## config.mk

```make
export PLATFORM = sky130hd
export DESIGN_NAME = cfg_readback_master
export DESIGN_NICKNAME = d
export VERILOG_FILES = /design/src/rtl/cfg_rb_pkg.sv /design/src/rtl/cfg_cclk_div.sv /design/src/rtl/cfg_cmd_bytes.sv /design/src/rtl/cfg_readback_master.sv
export SDC_FILE = /design/constraint.sdc
export NUM_CORES = 1
export LEC_CHECK = 0
export BUFFER_PORTS_ARGS = -buffer_cell sky130_fd_sc_hd__buf_2
export CORE_ASPECT_RATIO = 1.1
export CORE_UTILIZATION = 30
export CTS_CLUSTER_DIAMETER = 150
export DETAILED_ROUTE_END_ITERATION = 10
export PLACE_DENSITY = 0.53
export SYNTH_ARGS = -nofsm -noshare
export SYNTH_HDL_FRONTEND = slang
export SYNTH_SLANG_ARGS = --single-unit
```

## constraint.sdc

```tcl
create_clock -name clk -period 6.39 [get_ports clk]
set_clock_uncertainty 0.2 [all_clocks]
set_input_delay 0.9585 -clock clk [delete_from_list [all_inputs] [get_ports clk]]
set_output_delay 0.9585 -clock clk [all_outputs]
set_load 0.005 [all_outputs]
```

## src/rtl/cfg_rb_pkg.sv

```systemverilog
package cfg_rb_pkg;

    localparam int IDX_W       = 6;
    localparam int WORD_W      = 32;
    localparam int HDR_LAST    = 23;
    localparam int CLOSE_FIRST = 24;
    localparam int CLOSE_LAST  = 39;

    typedef enum logic [2:0] {
        PH_IDLE,
        PH_CMD,
        PH_TURN_R,
        PH_READ,
        PH_TURN_W,
        PH_CLOSE
    } phase_t;

    // word slot -> 32-bit command word (slots 0..5 header, 6..9 closing)
    function automatic logic [WORD_W-1:0] cmd_word(input logic [3:0] slot);
        case (slot)
            4'd0:    cmd_word = 32'hFFFF_FFFF;
            4'd1:    cmd_word = 32'hAA99_5566;
            4'd3:    cmd_word = 32'h2800_E001;
            4'd6:    cmd_word = 32'h3000_8001;
            4'd7:    cmd_word = 32'h0000_000D;
            default: cmd_word = 32'h2000_0000;
        endcase
    endfunction

    function automatic logic [7:0] bit_rev(input logic [7:0] b);
        for (int i = 0; i < 8; i++) bit_rev[i] = b[7-i];
    endfunction

endpackage

```

## src/rtl/cfg_cclk_div.sv

```systemverilog
module cfg_cclk_div #(
    parameter int DIV_W = 8
) (
    input  logic             clk,
    input  logic             rst_n,
    input  logic             run_i,
    input  logic [DIV_W-1:0] div_i,
    output logic             cclk_o,
    output logic             rise_o,
    output logic             fall_o
);
    typedef struct packed {
        logic [DIV_W-1:0] cnt;
        logic             cclk;
    } div_st_t;

    div_st_t s_d, s_q;
    logic    edge_w;

    assign edge_w = run_i && (s_q.cnt == div_i);
    assign rise_o = edge_w && !s_q.cclk;
    assign fall_o = edge_w &&  s_q.cclk;
    assign cclk_o = s_q.cclk;

    always_comb begin
        s_d = s_q;
        if (!run_i) begin
            s_d.cnt  = '0;
            s_d.cclk = 1'b0;
        end else if (edge_w) begin
            s_d.cnt  = '0;
            s_d.cclk = ~s_q.cclk;
        end else begin
            s_d.cnt = s_q.cnt + 1'b1;
        end
    end

    always_ff @(posedge clk or negedge rst_n) begin
        if (!rst_n) s_q <= '0;
        else        s_q <= s_d;
    end


    rise_only_when_low_chk: assert property (@(posedge clk) disable iff (!rst_n)
        rise_o |=> cclk_o);

endmodule

```

## src/rtl/cfg_cmd_bytes.sv

```systemverilog
module cfg_cmd_bytes
    import cfg_rb_pkg::*;
#(
    parameter bit BIT_SWAP = 1'b1
) (
    input  logic [IDX_W-1:0] idx_i,
    output logic [7:0]       byte_o
);
    logic [WORD_W-1:0] word_w;
    logic [WORD_W-1:0] shifted_w;
    logic [7:0]        raw_w;

    always_comb begin
        word_w    = cmd_word(idx_i[5:2]);
        shifted_w = word_w >> {~idx_i[1:0], 3'b000};
        raw_w     = shifted_w[7:0];
    end

    generate
        if (BIT_SWAP) begin : g_swap
            for (genvar i = 0; i < 8; i++) begin : g_bit
                assign byte_o[i] = raw_w[7-i];
            end
        end else begin : g_straight
            assign byte_o = raw_w;
        end
    endgenerate

endmodule

```

## src/rtl/cfg_readback_master.sv

```systemverilog
module cfg_readback_master
    import cfg_rb_pkg::*;
#(
    parameter int DIV_W    = 8,
    parameter int BUSY_W   = 16,
    parameter bit BIT_SWAP = 1'b1
) (
    input  logic              clk,
    input  logic              rst_n,
    input  logic              start_i,
    input  logic [DIV_W-1:0]  div_i,
    input  logic [BUSY_W-1:0] busy_limit_i,
    output logic              done_o,
    output logic [31:0]       status_o,
    output logic              timeout_o,
    output logic              cclk_o,
    output logic              cs_n_o,
    output logic              rdwr_n_o,
    output logic [7:0]        data_o,
    output logic              data_oe_o,
    input  logic [7:0]        data_i,
    input  logic              busy_i
);
    typedef struct packed {
        phase_t            phase;
        logic [IDX_W-1:0]  idx;
        logic [1:0]        rd_cnt;
        logic              full;
        logic [BUSY_W-1:0] busy_cnt;
        logic [WORD_W-1:0] shift;
        logic [WORD_W-1:0] status;
        logic              err;
        logic              done;
        logic              cs_n;
        logic              rdwr_n;
        logic              oe;
        logic              run;
    } mst_st_t;

    mst_st_t    s_d, s_q;
    logic       rise_w, fall_w;
    logic [7:0] din_w;

    cfg_cclk_div #(.DIV_W(DIV_W)) u_div (
        .clk    (clk),
        .rst_n  (rst_n),
        .run_i  (s_q.run),
        .div_i  (div_i),
        .cclk_o (cclk_o),
        .rise_o (rise_w),
        .fall_o (fall_w)
    );

    cfg_cmd_bytes #(.BIT_SWAP(BIT_SWAP)) u_cmd (
        .idx_i  (s_q.idx),
        .byte_o (data_o)
    );

    generate
        if (BIT_SWAP) begin : g_in_swap
            assign din_w = bit_rev(data_i);
        end else begin : g_in_straight
            assign din_w = data_i;
        end
    endgenerate

    always_comb begin
        s_d      = s_q;
        s_d.done = 1'b0;
        case (s_q.phase)
            PH_IDLE: begin
                if (start_i) begin
                    s_d.phase    = PH_CMD;
                    s_d.idx      = '0;
                    s_d.rd_cnt   = '0;
                    s_d.full     = 1'b0;
                    s_d.busy_cnt = '0;
                    s_d.err      = 1'b0;
                    s_d.cs_n     = 1'b0;
                    s_d.rdwr_n   = 1'b0;
                    s_d.oe       = 1'b1;
                    s_d.run      = 1'b1;
                end
            end
            PH_CMD: begin
                if (fall_w) begin
                    if (s_q.idx == IDX_W'(HDR_LAST)) begin
                        s_d.phase  = PH_TURN_R;
                        s_d.cs_n   = 1'b1;
                        s_d.rdwr_n = 1'b1;
                        s_d.oe     = 1'b0;
                    end else begin
                        s_d.idx = s_q.idx + 1'b1;
                    end
                end
            end
            PH_TURN_R: begin
                if (fall_w) begin
                    s_d.phase = PH_READ;
                    s_d.cs_n  = 1'b0;
                end
            end
            PH_READ: begin
                if (rise_w && !s_q.full && !s_q.err) begin
                    if (!busy_i) begin
                        s_d.shift    = {s_q.shift[WORD_W-9:0], din_w};
                        s_d.rd_cnt   = s_q.rd_cnt + 1'b1;
                        s_d.full     = (s_q.rd_cnt == 2'd3);
                        s_d.busy_cnt = '0;
                    end else if (s_q.busy_cnt >= busy_limit_i) begin
                        s_d.err = 1'b1;
                    end else begin
                        s_d.busy_cnt = s_q.busy_cnt + 1'b1;
                    end
                end
                if (fall_w && (s_q.full || s_q.err)) begin
                    s_d.phase  = PH_TURN_W;
                    s_d.cs_n   = 1'b1;
                    s_d.rdwr_n = 1'b0;
                end
            end
            PH_TURN_W: begin
                if (fall_w) begin
                    s_d.phase = PH_CLOSE;
                    s_d.cs_n  = 1'b0;
                    s_d.oe    = 1'b1;
                    s_d.idx   = IDX_W'(CLOSE_FIRST);
                end
            end
            PH_CLOSE: begin
                if (fall_w) begin
                    if (s_q.idx == IDX_W'(CLOSE_LAST)) begin
                        s_d.phase = PH_IDLE;
                        s_d.cs_n  = 1'b1;
                        s_d.oe    = 1'b0;
                        s_d.run   = 1'b0;
                        s_d.done  = 1'b1;
                        if (!s_q.err) s_d.status = s_q.shift;
                    end else begin
                        s_d.idx = s_q.idx + 1'b1;
                    end
                end
            end
            default: s_d.phase = PH_IDLE;
        endcase
    end

    always_ff @(posedge clk or negedge rst_n) begin
        if (!rst_n) begin
            s_q        <= '0;
            s_q.phase  <= PH_IDLE;
            s_q.cs_n   <= 1'b1;
        end else begin
            s_q <= s_d;
        end
    end

    assign done_o    = s_q.done;
    assign status_o  = s_q.status;
    assign timeout_o = s_q.err;
    assign cs_n_o    = s_q.cs_n;
    assign rdwr_n_o  = s_q.rdwr_n;
    assign data_oe_o = s_q.oe;


    oe_write_only_chk: assert property (@(posedge clk) disable iff (!rst_n)
        data_oe_o |-> !rdwr_n_o);


    dir_change_cs_high_chk: assert property (@(posedge clk) disable iff (!rst_n)
        !$stable(rdwr_n_o) |-> cs_n_o);


    pins_move_clk_low_chk: assert property (@(posedge clk) disable iff (!rst_n)
        !$stable(cs_n_o) |-> !cclk_o);


    done_single_pulse_chk: assert property (@(posedge clk) disable iff (!rst_n)
        done_o |=> !done_o);


    status_kept_on_timeout_chk: assert property (@(posedge clk) disable iff (!rst_n)
        (done_o && timeout_o) |-> $stable(status_o));

endmodule

```

==> out/metrics.yaml <==
rows: 53
period_share_pct: 49.9
drtIter0Drc: 245
n_antenna_cell: 0
syn_to_final_growth_pct: 12.1
hold_viol_final: 0
routabilityCongestion: 0.789
synth-seq-cells: 107
dr.pass1.iters: 5
numPlacedInstances: 838
leakagePower_nw: 3.31
synth_fp_nets: 617
synth_top_area_share_pct: 45.3
drive_gt1_share_pct: 28.7
highest_layer: "met4"
tns_ns: 0
nets: 658
powerDensity_nw_per_um2: 198
yosysWarnings: 0
die_h_um: 149
drc: 0
overflow: 0
synthTopCellsByArea: "dfrtp_1 (45%), mux2_2 (11%), ha_1 (4.3%), buf_4 (4.1%), nand3_1 (2.4%)"
routed-wl-met3_um: 607
syn_area_per_cell_sq_um: 10.4
portBuffers: 81
drv_slew: 0
power_w: 0.00130
final_cell_area_sq_um: 6570
cp_slowest_stage_delay_ns: 0.44
worst_pin_slew_ns: 0.736
cts_max_path_buffers: 2
cp_max_fo: 20
hold_path_class: "flop to flop"
drt_wl_total_mm: 12.9
end_kind: "flop"
fin_crit_ns: 3.19
cts_sinks: 107
ys_types: 64
routed-via-count: 4318
grt_max_degree: 59
grtUsageTotal_pct: 13.5
die_w_um: 135
ir_worst_vdd_mv: 0.104
drv_cap: 0
setup_viol: 0
wl_met1_mm: 5.85
dpl_cell_area_sq_um: 6250
synthFlopType: "dfrtp_1"
htreeDepth: 3
via_per_inst: 5.06
crit_family: "simple AND/OR/NAND/NOR gates"
cts_inserted_buffers: 9
dieArea_sq_um: 20100
crit_path_cell_trace: "buf_2 -> inv_1 -> ha_1 -> nand4_1 -> nor3_1 -> o2111ai_1 -> a31oi_1 -> buf_4 -> or2_1 -> o21ai_0"
synth_edf_count: 0
critPathRequiredTime_ns: 6.41
io_pins: 82
post_cts_resized: 0
crit_arrival_ns: 3.21
rsz0062_at_grt: "no"
dpl.hpwl_mm: 9.15
yosysTopAreaCell: "dfrtp_1"
antenna_found_initial: 0
final_cells: 854
insertion_delay_ns: 0.36
dr_wl_met2_mm: 6.29
yosysSeqAreaShare_pct: 45.7
cp.buffers_inverters: 3
wl_per_cell_um: 15.1
cp_slowest_cell: "or2_1"
drtAntennaViolNets: 0
first_global_vias: 4281
nFillCells: 2000
fmax_ghz: 0.314
cts_root_buf: "clkbuf_16"
clkTransAtPathRegs_ns: 0.08
synth_area_sq_um: 5860
relSlewSlack_pct: 50.9
startpoint_type: "primary input"
worst-setup-path-type: "primary input to flop"
start_util_pct: 30.7
cts_tree: "done"
cts_setup_buffers: 0
coreArea_sq_um: 19100
grt_pass1_wl_mm: 21.6
async_flop_share_pct: 100
status: "finished, final reports clean"
hold_buffers: 0
syn-instance-count: 561
[synthesized netlist by cell type (5+ instances only)]
master	instances
dfrtp_1	106
mux2_2	57
nand2_1	35
buf_4	32
nor2_1	30
inv_1	29
nand3_1	28
o21ai_0	26
ha_1	20
a21oi_1	19
and3_1	15
clkbuf_1	13
xnor2_1	11
nor3_1	10
nor4_1	10
a211o_1	9
mux2_1	8
a31oi_1	7
buf_2	7
xor2_1	7
nand4_1	6
or2_2	5
[metrics by stage]
stage / hold slack, ns / setup slack, ns / util (%)
floorplan: 0.259 / 3.35 / -
finish: 0.291 / 3.20 / 34.4
global placement: 0.266 / 2.82 / 32.7
CTS: 0.297 / 3.17 / 34.4
global route: 0.316 / 2.95 / 34.4
detailed placement: 0.275 / 2.77 / 32.7
[layer usage]
| layer | vias up | global-route usage, % |
|---|---|---|
| met5 | - | 0 |
| met4 | 0 | 4.27 |
| met3 | 15 | 3.17 |
| met2 | 110 | 21.7 |
| met1 | 2123 | 18.0 |
| li1 | 2070 | - |
[registers in the layout, summed over array words and instances, names as in the netlist]
name and flops:
s_q 61, status_o 32, u_div.s_q 8, cs_n_o 1, data_oe_o 1, done_o 1
rdwr_n_o 1, timeout_o 1, u_div.cclk_o 1
[logic make-up after synthesis]
| kind of cell | Yosys count | synth area share, % |
|---|---|---|
| adders and majority gates | 20 | 4.27 |
| buffers and inverters | 86 | 8.09 |
| DFF | 107 | 45.7 |
| and+or+nand+nor | 166 | 15.5 |
| xor gates and xnor gates | 18 | 2.69 |
| muxes | 66 | 12.7 |
| AOI/OAI and AO/OA | 98 | 11.1 |
[cell usage in the layout (no fill, tap or decap), types with 10 or more instances in the layout]
master and n:
nor2_1 29, o21ai_0 26, mux2_2 57, dfrtp_1 106
inv_1 29, buf_2 80, and3_1 15, nor3_1 10
nor4_1 10, nand2_1 35, a21oi_1 19, xnor2_1 11
ha_1 20, nand3_1 28
[path summary, 6_finish.rpt]
path                           endpoint        startpoint  cells past startpoint  slack, ns
max in group asynchronous   status_o[1]             rst_n                      2       4.37
setup / recovery                s_q[71]  busy_limit_i[15]                     10       3.20
hold / removal             status_o[24]      status_o[24]                      1       0.29
min in group asynchronous  status_o[27]             rst_n                      1       0.40
setup reg to reg                s_q[71]           s_q[83]                      8       3.48
hold reg to reg            status_o[24]      status_o[24]                      1       0.29
[report_power, final]
group | switching, W | leakage (nW) | total, W | internal [W]
clock | 0.000300 | 0.153 | 0.000583 | 0.000283
sequential | 0 | 1.47 | 0.000676 | 0.000676
combinational | 0.0000269 | 1.68 | 0.0000410 | 0.0000141
[cell type report]
class / count / area, sq um / share of cell area [%]
sequential: 107 / 2680 / 40.8
inverter: 31 / 116 / 1.77
tap: 247 / 309 / 4.70
timing repair buffer: 85 / 438 / 6.66
clock inverter: 7 / 93.8 / 1.43
multi-input combinational: 368 / 2710 / 41.3
clock buffer: 9 / 225 / 3.43
(Power assumes the default switching activity.)
